`src/rtl/scb_pkg.sv`:
```
package scb_pkg;
  localparam int unsigned CTL_SET_BYTE = 32'h50;
  localparam int unsigned CTL_CLR_BYTE = 32'h54;
  localparam int unsigned EVT_SET_BYTE = 32'h80;
  localparam int unsigned EVT_CLR_BYTE = 32'h84;
  localparam int unsigned MSK_SET_BYTE = 32'h88;
  localparam int unsigned MSK_CLR_BYTE = 32'h8C;

  typedef enum logic [2:0] {
    SEL_NONE    = 3'd0,
    SEL_CTL_SET = 3'd1,
    SEL_CTL_CLR = 3'd2,
    SEL_EVT_SET = 3'd3,
    SEL_EVT_CLR = 3'd4,
    SEL_MSK_SET = 3'd5,
    SEL_MSK_CLR = 3'd6
  } reg_sel_e;
endpackage

```
`src/rtl/scb_decode.sv`:
```
module scb_decode
  import scb_pkg::*;
#(
  parameter int ADDR_W = 11
) (
  input  logic [ADDR_W-1:0] addr_i,
  output reg_sel_e          sel_o
);
  localparam int IDX_W = ADDR_W - 2;

  logic [IDX_W-1:0] idx;
  logic             unused_lo;

  assign idx       = addr_i[ADDR_W-1:2];
  assign unused_lo = ^addr_i[1:0];

  always_comb begin
    sel_o = SEL_NONE;
    if      (idx == IDX_W'(CTL_SET_BYTE >> 2)) sel_o = SEL_CTL_SET;
    else if (idx == IDX_W'(CTL_CLR_BYTE >> 2)) sel_o = SEL_CTL_CLR;
    else if (idx == IDX_W'(EVT_SET_BYTE >> 2)) sel_o = SEL_EVT_SET;
    else if (idx == IDX_W'(EVT_CLR_BYTE >> 2)) sel_o = SEL_EVT_CLR;
    else if (idx == IDX_W'(MSK_SET_BYTE >> 2)) sel_o = SEL_MSK_SET;
    else if (idx == IDX_W'(MSK_CLR_BYTE >> 2)) sel_o = SEL_MSK_CLR;
  end
endmodule

```
`src/rtl/scb_sc_reg.sv`:
```
module scb_sc_reg #(
  parameter int           W         = 32,
  parameter logic [W-1:0] SOFT_KEEP = '0
) (
  input  logic         clk_i,
  input  logic         grst_ni,
  input  logic         soft_rst_i,
  input  logic         set_stb_i,
  input  logic         clr_stb_i,
  input  logic [W-1:0] wdata_i,
  input  logic [W-1:0] hw_set_i,
  output logic [W-1:0] q_o
);
  logic [W-1:0] set_m, clr_m, nxt;

  always_comb begin
    set_m = set_stb_i ? wdata_i : '0;
    clr_m = clr_stb_i ? wdata_i : '0;
    if (soft_rst_i) nxt = q_o & SOFT_KEEP;
    else            nxt = ((q_o | set_m) & ~clr_m) | hw_set_i;
  end

  always_ff @(posedge clk_i or negedge grst_ni) begin
    if (!grst_ni) q_o <= '0;
    else          q_o <= nxt;
  end
endmodule

```
`src/rtl/scb_rdmux.sv`:
```
module scb_rdmux
  import scb_pkg::*;
#(
  parameter int W = 32
) (
  input  logic         clk_i,
  input  logic         grst_ni,
  input  logic         rd_en_i,
  input  reg_sel_e     sel_i,
  input  logic [W-1:0] ctl_i,
  input  logic [W-1:0] evt_i,
  input  logic [W-1:0] msk_i,
  output logic [W-1:0] rd_data_o
);
  logic [W-1:0] rd_nxt;

  always_comb begin
    unique case (sel_i)
      SEL_CTL_SET, SEL_CTL_CLR: rd_nxt = ctl_i;
      SEL_EVT_SET:              rd_nxt = evt_i;
      SEL_EVT_CLR:              rd_nxt = evt_i & msk_i;
      SEL_MSK_SET, SEL_MSK_CLR: rd_nxt = msk_i;
      default:                  rd_nxt = '0;
    endcase
  end

  always_ff @(posedge clk_i or negedge grst_ni) begin
    if (!grst_ni)     rd_data_o <= '0;
    else if (rd_en_i) rd_data_o <= rd_nxt;
  end
endmodule

```
`src/rtl/scb_bank.sv`:
```
module scb_bank
  import scb_pkg::*;
#(
  parameter int               ADDR_W = 11,
  parameter int               DATA_W = 32,
  parameter logic [DATA_W-1:0] STICKY = 32'hF000_0000
) (
  input  logic              clk_i,
  input  logic              grst_ni,
  input  logic              soft_rst_i,
  input  logic              wr_en_i,
  input  logic              rd_en_i,
  input  logic [ADDR_W-1:0] addr_i,
  input  logic [DATA_W-1:0] wr_data_i,
  input  logic [DATA_W-1:0] evt_pulse_i,
  output logic [DATA_W-1:0] rd_data_o,
  output logic [DATA_W-1:0] ctl_o,
  output logic              irq_o
);
  reg_sel_e          sel;
  logic [DATA_W-1:0] ctl_q, evt_q, msk_q;

  scb_decode #(.ADDR_W(ADDR_W)) u_dec (
    .addr_i (addr_i),
    .sel_o  (sel)
  );

  scb_sc_reg #(.W(DATA_W), .SOFT_KEEP(STICKY)) u_ctl (
    .clk_i      (clk_i),
    .grst_ni    (grst_ni),
    .soft_rst_i (soft_rst_i),
    .set_stb_i  (wr_en_i && sel == SEL_CTL_SET),
    .clr_stb_i  (wr_en_i && sel == SEL_CTL_CLR),
    .wdata_i    (wr_data_i),
    .hw_set_i   ('0),
    .q_o        (ctl_q)
  );

  scb_sc_reg #(.W(DATA_W), .SOFT_KEEP('0)) u_evt (
    .clk_i      (clk_i),
    .grst_ni    (grst_ni),
    .soft_rst_i (soft_rst_i),
    .set_stb_i  (wr_en_i && sel == SEL_EVT_SET),
    .clr_stb_i  (wr_en_i && sel == SEL_EVT_CLR),
    .wdata_i    (wr_data_i),
    .hw_set_i   (evt_pulse_i),
    .q_o        (evt_q)
  );

  scb_sc_reg #(.W(DATA_W), .SOFT_KEEP('0)) u_msk (
    .clk_i      (clk_i),
    .grst_ni    (grst_ni),
    .soft_rst_i (soft_rst_i),
    .set_stb_i  (wr_en_i && sel == SEL_MSK_SET),
    .clr_stb_i  (wr_en_i && sel == SEL_MSK_CLR),
    .wdata_i    (wr_data_i),
    .hw_set_i   ('0),
    .q_o        (msk_q)
  );

  scb_rdmux #(.W(DATA_W)) u_rd (
    .clk_i     (clk_i),
    .grst_ni   (grst_ni),
    .rd_en_i   (rd_en_i),
    .sel_i     (sel),
    .ctl_i     (ctl_q),
    .evt_i     (evt_q),
    .msk_i     (msk_q),
    .rd_data_o (rd_data_o)
  );

  assign ctl_o = ctl_q;
  assign irq_o = |(evt_q & msk_q);
endmodule

```
`config.mk`:
```
export PLATFORM = sky130hd
export DESIGN_NAME = scb_bank
export DESIGN_NICKNAME = d
export VERILOG_FILES = /design/src/rtl/scb_pkg.sv /design/src/rtl/scb_decode.sv /design/src/rtl/scb_sc_reg.sv /design/src/rtl/scb_rdmux.sv /design/src/rtl/scb_bank.sv
export SDC_FILE = /design/constraint.sdc
export NUM_CORES = 1
export LEC_CHECK = 0
export BUFFER_PORTS_ARGS = -buffer_cell sky130_fd_sc_hd__buf_2
export CAP_MARGIN = 20
export CORE_MARGIN = 2
export CORE_UTILIZATION = 23
export CTS_BUF_LIST = sky130_fd_sc_hd__clkbuf_4
export CTS_CLUSTER_SIZE = 10
export DETAILED_ROUTE_END_ITERATION = 12
export PLACE_DENSITY = 0.53
export SETUP_SLACK_MARGIN = 0.5
export SYNTH_ARGS = -nofsm -noshare
export SYNTH_HDL_FRONTEND = slang
export SYNTH_SLANG_ARGS = --single-unit
export TNS_END_PERCENT = 10
```
`constraint.sdc`:
```
create_clock -name clk_i -period 1.15 [get_ports clk_i]
set_input_delay 0.0575 -clock clk_i [delete_from_list [all_inputs] [get_ports clk_i]]
set_output_delay 0.0575 -clock clk_i [all_outputs]
set_load 0.005 [all_outputs]
```
==> results of run 1 <==
## power by group
group / total (mW) / internal (mW) / switching [mW]
registers: 4.66 / 4.58 / 0.0788
clock network: 3.50 / 1.53 / 1.97
logic: 1.38 / 0.675 / 0.702
## state kept, by name, summed over array words and instances, names as in the netlist
signal,cells
u_ctl.q_o,32
u_evt.q_o,32
u_msk.q_o,32
u_rd.rd_data_o,32
## metal layers
layer	up-vias	track usage, %	wire, um
li1	2951	-	-
met1	3147	22.8	12300
met2	153	27.8	12800
met3	20	2.53	934
met4	0	4.55	302
met5	-	0	0
## per-stage QoR
stage / hold WS, ns / area [um^2] / power, mW / instances / setup slack (ns)
3_5_place_dp: -0.0240 / 8680 / 5.85 / 1206 / -0.768
2_1_floorplan: -0.238 / 6790 / 5.11 / 640 / -0.659
6_report: -0.0558 / 10300 / 9.54 / 1326 / -0.945
3_3_place_gp: -0.0214 / 8680 / 5.85 / 1206 / -0.756
5_1_grt: -0.0646 / 10300 / 9.90 / 1326 / -1.03
4_1_cts: -0.101 / 10000 / 9.62 / 1315 / -1.01
## layout make-up
type,count,area [um^2]
Antenna cell,1,2.50
Clock buffer,17,128
Clock inverter,15,186
Fill cell,2977,18500
Inverter,39,146
Multi-Input combinational cell,414,3490
Sequential cell,128,3200
Tap cell,384,480
Timing Repair Buffer,328,2700
## critical path, stage by stage, from the launching register on
cell and delay, ns:
dfrtp_1 0.42, a22oi_2 0.23, nand4_1 0.11, or4_4 0.57, buf_6 0.14
## repair_timing
item | CTS | global route
gates resized for setup | 54 | 58
cloned | 3 | 4
buffers inserted | 6 | 6
pin swaps | 66 | 51
endpoints found under the hold margin | 254 | 29
setup endpoints to repair | 193 | 193
## cell usage in the layout, fill, tap and decap left out, types with 30 or more instances in the layout
| master | instances |
|---|---|
| a21bo_2 | 31 |
| buf_2 | 136 |
| buf_4 | 79 |
| dfrtp_1 | 128 |
| dlygate4sd3_1 | 68 |
| inv_1 | 38 |
| mux2i_1 | 32 |
| nand2_1 | 49 |
| nand3b_1 | 32 |
| nor3b_2 | 30 |
| o22ai_1 | 46 |
| o31a_1 | 32 |
## cells by family after synthesis
logic type / Yosys count / synth area share, %
AO/OA/AOI/OAI: 240 / 27.0
flip-flops: 128 / 47.1
multiplexers: 32 / 4.71
AND/OR/NAND/NOR: 142 / 15.0
buffers and inverters: 98 / 6.10
## final timing paths
kind	start	endpoint	cells past startpoint
max in group asynchronous	grst_ni	u_msk.q_o[16]	3
setup reg to reg	u_evt.q_o[22]	u_rd.rd_data_o[22]	5
hold reg to reg	u_rd.rd_data_o[29]	u_rd.rd_data_o[29]	2
hold / removal	grst_ni	u_rd.rd_data_o[25]	2
setup / recovery	u_msk.q_o[24]	irq_o	4
min in group clk_i	rd_en_i	u_rd.rd_data_o[4]	3
==> run_results.csv, run 1 <==
group,metric,value,unit
setup_path,crit_path_start_kind,"flop",
logic_synthesis,yosysTopAreaCellShare,47.1,%
setup_path,required,1.09,ns
sta,hold_ws,-0.0558,ns
status,violations,"hold timing, setup timing",
global_routing,grt_pass1_wl,39200,um
global_routing,first_global_vias,6348,
global_routing,grt_usage,16.8,%
placed_design,gp_congestion,0.776,
logic_synthesis,yosysMostFrequentCell,"dfrtp_1",
cells_and_area,nets,1008,
logic_synthesis,syn_avg_cell_area,10.6,um^2
cts,cts_hold_buf,68,
floorplan,core,28900,um^2
power_and_ir_drop,power.density,923,nW/um^2
cells_and_area,fin_util,35.8,%
logic_synthesis,syn_area,6790,um^2
setup_path,path_class,"flop to output pin",
power_and_ir_drop,ir_drop,0.000610,V
cells_and_area,syn2layout_area_growth,52.2,%
logic_synthesis,syn_inst,640,
logic_synthesis,synth_top_cell_by_area,"dfrtp_1",
detailed_routing,ant_nets,0,
global_routing,grt_max_degree,45,
logic_synthesis,synth_flop_cell,"dfrtp_1",
sta,finalCriticalPeriod,2.10,ns
sta,fin_crit_sh,182,%
cts,cts.path.max_buffers,2,
detailed_routing,wl_per_cell,19.9,um
setup_path,critPathCaptureType,"output pin",
setup_path,crit_fanout,2,
sta,finClkSkew,0.0178,ns
cts,htreeDepth,4,
sta,finalHoldViolCount,25,
floorplan,rows,62,
logic_synthesis,async_flop_share,100,%
sta,tns,-17.62,ns
floorplan,die-width,176,um
worst_hold_path,hold_class,"primary input to asynchronous set/reset pin",
global_routing,antenna_found_initial,1,
detailed_routing,via_count,6271,
cts,cts_buffers,17,
logic_synthesis,ys_ff_latch,128,
global_routing,globalRouteOverflowTotal,0,
cts,clock_latency,0.57,ns
cts,cts_tree,"built",
power_and_ir_drop,power.leakage,4.67,nW
detailed_routing,routed_via_density,4.73,
logic_synthesis,synth_edf_count,0,
sta,slew_headroom,77.1,%
sta,setup_viol,147,
detailed_routing,drt-total-wl,26300,um
logic_synthesis,ys_seq_area_share,47.1,%
placed_design,hpwl,17900,um
floorplan,die_area,30900,um^2
sta,tightest_slew,0.343,ns
sta,timing.fmax,477,MHz
cts,clock-sinks,128,
sta,maxSlewViolCount,0,
setup_path,reg2reg_setup_slack,-0.05,ns
cells_and_area,drive_gt1_share,44.5,%
logic_synthesis,synth_top_cells_by_count,"128 x dfrtp_1, 64 x o22ai_1, 61 x nand2_1, 45 x clkbuf_1, 38 x inv_1",
placed_design,port_buffers,142,
floorplan,die_h,176,um
logic_synthesis,ys_types,31,
detailed_routing,first_iter_violations,304,
floorplan,io_pins,145,
sta,rsz0062_at_grt,"yes",
detailed_routing,first_pass_iters,5,
cts,clkTransAtPathRegs,0.14,ns
status,status,"finished, violations left",
logic_synthesis,synth_warnings,0,
job,maxCapViolCount,0,
logic_synthesis,synthTopCellsByArea,"dfrtp_1 47%, o22ai_1 5.9%, nor3b_2 5.5%, a21bo_2 4.7%, mux2i_1 4.7%",
logic_synthesis,synthesis.nets,720,
floorplan,start_util,23.5,%
detailed_routing,drc,0,
sta,setup_slack,-0.945,ns
cts,cts_root_buf,"clkbuf_4",
setup_path,arrival,2.04,ns
No activity file was read; power rests on OpenSTA's default activity.
==> run 2: changes to the inputs <==
--- a/config.mk
+++ b/config.mk
@@ -8,11 +8,11 @@
 export BUFFER_PORTS_ARGS = -buffer_cell sky130_fd_sc_hd__buf_2
 export CAP_MARGIN = 20
 export CORE_MARGIN = 2
-export CORE_UTILIZATION = 23
+export CORE_UTILIZATION = 30
 export CTS_BUF_LIST = sky130_fd_sc_hd__clkbuf_4
 export CTS_CLUSTER_SIZE = 10
 export DETAILED_ROUTE_END_ITERATION = 12
-export PLACE_DENSITY = 0.53
+export PLACE_DENSITY = 0.62
 export SETUP_SLACK_MARGIN = 0.5
 export SYNTH_ARGS = -nofsm -noshare
 export SYNTH_HDL_FRONTEND = slang
==> run_results.csv, run 2 (synthesis results as in run 1) <==
group,metric,value,unit
status,status,"finished, violations left",
status,violations,"hold timing, setup timing",
sta,tightest_slew,0.406,ns
cts,htreeDepth,4,
detailed_routing,drc,0,
cts,clock-sinks,128,
sta,fin_crit_sh,190,%
detailed_routing,drt-total-wl,25200,um
detailed_routing,first_iter_violations,467,
global_routing,grt_max_degree,43,
setup_path,crit_fanout,3,
sta,setup_slack,-1.04,ns
global_routing,antenna_found_initial,1,
setup_path,crit_path_start_kind,"flop",
setup_path,reg2reg_setup_slack,-0.04,ns
cells_and_area,nFillCells,2102,
cts,cts_hold_buf,68,
sta,finalHoldViolCount,19,
sta,setup_viol,140,
placed_design,hpwl,16300,um
setup_path,critPathCaptureType,"output pin",
cts,cts_root_buf,"clkbuf_4",
detailed_routing,ant_nets,0,
sta,maxSlewViolCount,0,
detailed_routing,wl_per_cell,20.4,um
global_routing,first_global_vias,6457,
cells_and_area,multiInputGateArea,3580,um^2
placed_design,port_buffers,142,
floorplan,core,22400,um^2
detailed_routing,routed_via_density,5.22,
floorplan,rows,55,
cts,cts_buffers,17,
setup_path,slowest_delay,0.59,ns
floorplan,die_h,154,um
global_routing,grt_pass1_wl,38100,um
sta,tns,-16.05,ns
cells_and_area,nets,1014,
setup_path,cpMaxStageDelayCell,"or4_4",
floorplan,die_area,23900,um^2
detailed_routing,via_count,6434,
power_and_ir_drop,power.leakage,4.69,nW
floorplan,io_pins,145,
cells_and_area,regArea,3210,um^2
sta,finalCriticalPeriod,2.19,ns
setup_path,arrival,2.13,ns
job,maxCapViolCount,0,
cells_and_area,fin_util,46.1,%
setup_path,required,1.09,ns
cells_and_area,final_common_cell,"buf_2",
cts,clock_latency,0.58,ns
setup_path,regToRegStartpoint,"u_evt.q_o[29]",
placed_design,gp_congestion,0.811,
worst_hold_path,hold_class,"primary input to asynchronous set/reset pin",
setup_path,crit_path_start,"u_evt.q_o[30]",
cells_and_area,drive_gt1_share,45.7,%
setup_path,path_class,"flop to output pin",
detailed_routing,first_pass_iters,5,
sta,finClkSkew,0.0344,ns
floorplan,die-width,154,um
cts,cts_tree,"built",
cts,clkTransAtPathRegs,0.14,ns
sta,timing.fmax,457,MHz
sta,rsz0062_at_grt,"yes",
power_and_ir_drop,power.density,885,nW/um^2
sta,hold_ws,-0.0643,ns
setup_path,path_cells,"a22oi_2 > nand4_1 > or4_4 > buf_6",
global_routing,globalRouteOverflowTotal,0,
power_and_ir_drop,ir_drop,0.000537,V
global_routing,grt_usage,20.7,%
cells_and_area,syn2layout_area_growth,52.4,%
cts,cts.path.max_buffers,2,
cells_and_area,layout_common_cells,"139 x buf_2, 126 x dfrtp_1, 80 x buf_4",
floorplan,start_util,30.3,%
sta,slew_headroom,72.9,%
## run 2: worst paths after layout
check / depth (start not counted) / endpoint
max in group asynchronous: 3 / u_ctl.q_o[14]
worst min-delay path: 2 / u_rd.rd_data_o[30]
worst min register to register: 2 / u_rd.rd_data_o[19]
min in group clk_i: 4 / u_evt.q_o[1]
worst max register to register: 4 / u_evt.q_o[29]
worst max-delay path: 4 / irq_o
## run 2: metrics by stage
step / std cells / power [mW] / setup slack [ns] / cell area [um^2] / hold slack [ns]
2_1_floorplan: 640 / 5.11 / -0.659 / 6790 / -0.238
3_3_place_gp: 1109 / 5.81 / -0.734 / 8550 / 0.00457
3_5_place_dp: 1109 / 5.82 / -0.773 / 8550 / 0.0103
4_1_cts: 1221 / 9.16 / -1.00 / 9950 / -0.0667
5_1_grt: 1233 / 9.48 / -1.07 / 10400 / -0.0300
6_report: 1233 / 9.16 / -1.04 / 10400 / -0.0643
## run 2: cell type report
cell class | count | share of cell area (%)
Clock buffer | 17 | 1.23
Clock inverter | 15 | 1.31
Inverter | 39 | 1.41
Antenna cell | 1 | 0.0242
Timing Repair Buffer | 334 | 27.0
Tap cell | 285 | 3.44
Multi-Input combinational cell | 414 | 34.6
Sequential cell | 128 | 31.0
## run 2: worst max-delay path, delay by kind of cell, from the launching register on
family / cells / cell delay (ns)
AND/OR/NAND/NOR: 2 / 0.73
buffers and inverters: 1 / 0.14
AO/OA/AOI/OAI: 1 / 0.22
flip-flops: 1 / 0.47
## run 2: what timing repair did
action | 4_1_cts | 5_1_grt
endpoints found under the hold margin | 256 | 19
setup buffers | 7 | 7
gates cloned | 5 | 4
resized for setup | 71 | 48
pin swaps | 81 | 58
endpoints found under the setup margin | 193 | 193
## run 2: routing by layer
metal / part of all wire (%) / track usage, %
met1: 45 / 28.3
met2: 48 / 34.0
met3: 5.6 / 3.59
met4: 1.6 / 5.91
met5: 0 / 0
## run 2: power by group
group          internal [mW]  switching [mW]
combinational          0.679           0.693
clock                   1.09            2.03
sequential              4.58          0.0849
total                   6.35            2.81
==> run 3: changes to the inputs <==
--- a/config.mk
+++ b/config.mk
@@ -14,6 +14,7 @@
 export DETAILED_ROUTE_END_ITERATION = 12
 export PLACE_DENSITY = 0.62
 export SETUP_SLACK_MARGIN = 0.5
+export SKIP_LAST_GASP = 1
 export SYNTH_ARGS = -nofsm -noshare
 export SYNTH_HDL_FRONTEND = slang
 export SYNTH_SLANG_ARGS = --single-unit
==> run_results.csv, run 3 (synthesis results as in run 1) <==
group,metric,value,unit
sta,maxSlewViolCount,0,
detailed_routing,via_count,6432,
cells_and_area,drive_gt1_share,40.9,%
floorplan,die-width,154,um
floorplan,die_area,23900,um^2
cts,cts_buffers,17,
placed_design,gp_congestion,0.811,
sta,slew_headroom,70.8,%
cts,cts.path.max_buffers,2,
power_and_ir_drop,power.leakage,4.56,nW
cts,htreeDepth,4,
sta,fin_crit_sh,190,%
cts,clock_latency,0.58,ns
setup_path,crit_path_start_kind,"flop",
detailed_routing,ant_nets,0,
floorplan,die_h,154,um
sta,hold_ws,-0.0657,ns
detailed_routing,first_pass_iters,7,
detailed_routing,wl_per_cell,20.5,um
global_routing,grt_max_degree,43,
setup_path,worst_r2r_path_depth,4,
global_routing,first_global_vias,6406,
sta,tightest_slew,0.438,ns
global_routing,antenna_found_initial,1,
cells_and_area,nets,1010,
floorplan,start_util,30.3,%
detailed_routing,drc,0,
placed_design,port_buffers,142,
power_and_ir_drop,power.density,901,nW/um^2
global_routing,grt_usage,20.6,%
worst_hold_path,hold_class,"primary input to asynchronous set/reset pin",
setup_path,arrival,2.13,ns
sta,finalCriticalPeriod,2.18,ns
setup_path,critPathCaptureType,"output pin",
cells_and_area,layout_common_cells,"138 x buf_2, 128 x dfrtp_1, 90 x buf_4",
sta,setup_slack,-1.03,ns
cells_and_area,final_common_cell,"buf_2",
sta,rsz0062_at_grt,"yes",
placed_design,dp_slack,-0.773,ns
floorplan,rows,55,
placed_design,dp_cells,1109,
cts,cts_hold_buf,68,
detailed_routing,drt-total-wl,25200,um
cells_and_area,syn2layout_area_growth,48.1,%
global_routing,grt_pass1_wl,37800,um
sta,timing.fmax,458,MHz
cts,cts_tree,"built",
floorplan,io_pins,145,
cts,clock-sinks,128,
floorplan,core,22400,um^2
setup_path,required,1.09,ns
setup_path,path_class,"flop to output pin",
detailed_routing,routed_via_density,5.23,
sta,setup_viol,149,
placed_design,hpwl,16300,um
cells_and_area,stdcell_count,1229,
global_routing,globalRouteOverflowTotal,0,
status,violations,"hold timing, setup timing",
setup_path,reg2reg_to,"u_rd.rd_data_o[31]",
power_and_ir_drop,ir_drop,0.000566,V
detailed_routing,first_iter_violations,512,
status,status,"finished, violations left",
setup_path,regToRegStartpoint,"u_evt.q_o[31]",
sta,finClkSkew,0.0267,ns
sta,finalHoldViolCount,23,
cts,cts_root_buf,"clkbuf_4",
cts,clkTransAtPathRegs,0.14,ns
job,maxCapViolCount,0,
setup_path,crit_fanout,3,
setup_path,crit_path_start,"u_evt.q_o[30]",
setup_path,reg2reg_setup_slack,-0.11,ns
setup_path,crit_end,"irq_o",
-- run 3: cell types whose count changed in the layout (fill, tap and decap cells not counted), sizes merged --
| cell | change |
|---|---|
| buf | -7 |
| clkbuf | +2 |
| bufbuf | +1 |
-- run 3: worst min path at each step --
| stage | startpoint | to |
|---|---|---|
| after detailed placement | grst_ni | u_rd.rd_data_o[30] |
| final | grst_ni | u_msk.q_o[27] |
| after CTS | grst_ni | u_rd.rd_data_o[30] |
| after floorplan | grst_ni | u_ctl.q_o[0] |
| after global routing | grst_ni | u_rd.rd_data_o[30] |
| after global placement | grst_ni | u_rd.rd_data_o[30] |
-- run 3: report_power, final --
| part | switching, mW | internal [mW] |
|---|---|---|
| logic | 0.656 | 0.634 |
| clock network | 2.03 | 1.09 |
| registers | 0.0786 | 4.58 |
-- run 3: cell type report --
type	count	area (um^2)
Antenna cell	1	2.50
Clock buffer	17	128
Clock inverter	15	135
Fill cell	2127	12400
Inverter	39	146
Multi-Input combinational cell	414	3350
Sequential cell	128	3200
Tap cell	285	357
Timing Repair Buffer	330	2730
-- run 3: timing repair --
action / in CTS / in global routing
resized for setup: 17 / 31
setup endpoints to repair: 193 / 193
endpoints found under the hold margin: 256 / 19
setup buffers: 7 / 1
pin swaps: 28 / 31
cloned: 5 / 6
-- run 3: worst max-delay path, cell delays in order (launching register included) --
cell	delay [ns]
dfrtp_1	0.46
a22oi_2	0.23
nand4_1	0.14
or4_4	0.58
buf_6	0.14
-- run 3: metal layers --
layer  up-vias  wire, um  share of wire, %  track usage (%)
met3        32      1490               5.9             3.61
met4         0       469               1.9             6.31
li1       2968         -                 -                -
met5         -         0                 0                0
met1      3201     11300                45             28.2
met2       231     11900                47             33.3
-- run 3: stage by stage --
step	utilization [%]	cell area (um^2)	total power, mW	TNS, ns
global placement	38.1	8550	5.81	-70.95
finish	44.8	10100	9.07	-17.46
floorplan	-	6790	5.11	-58.39
CTS	43.5	9760	9.11	-11.75
detailed placement	38.1	8550	5.82	-71.95
global route	44.8	10100	9.41	-21.91
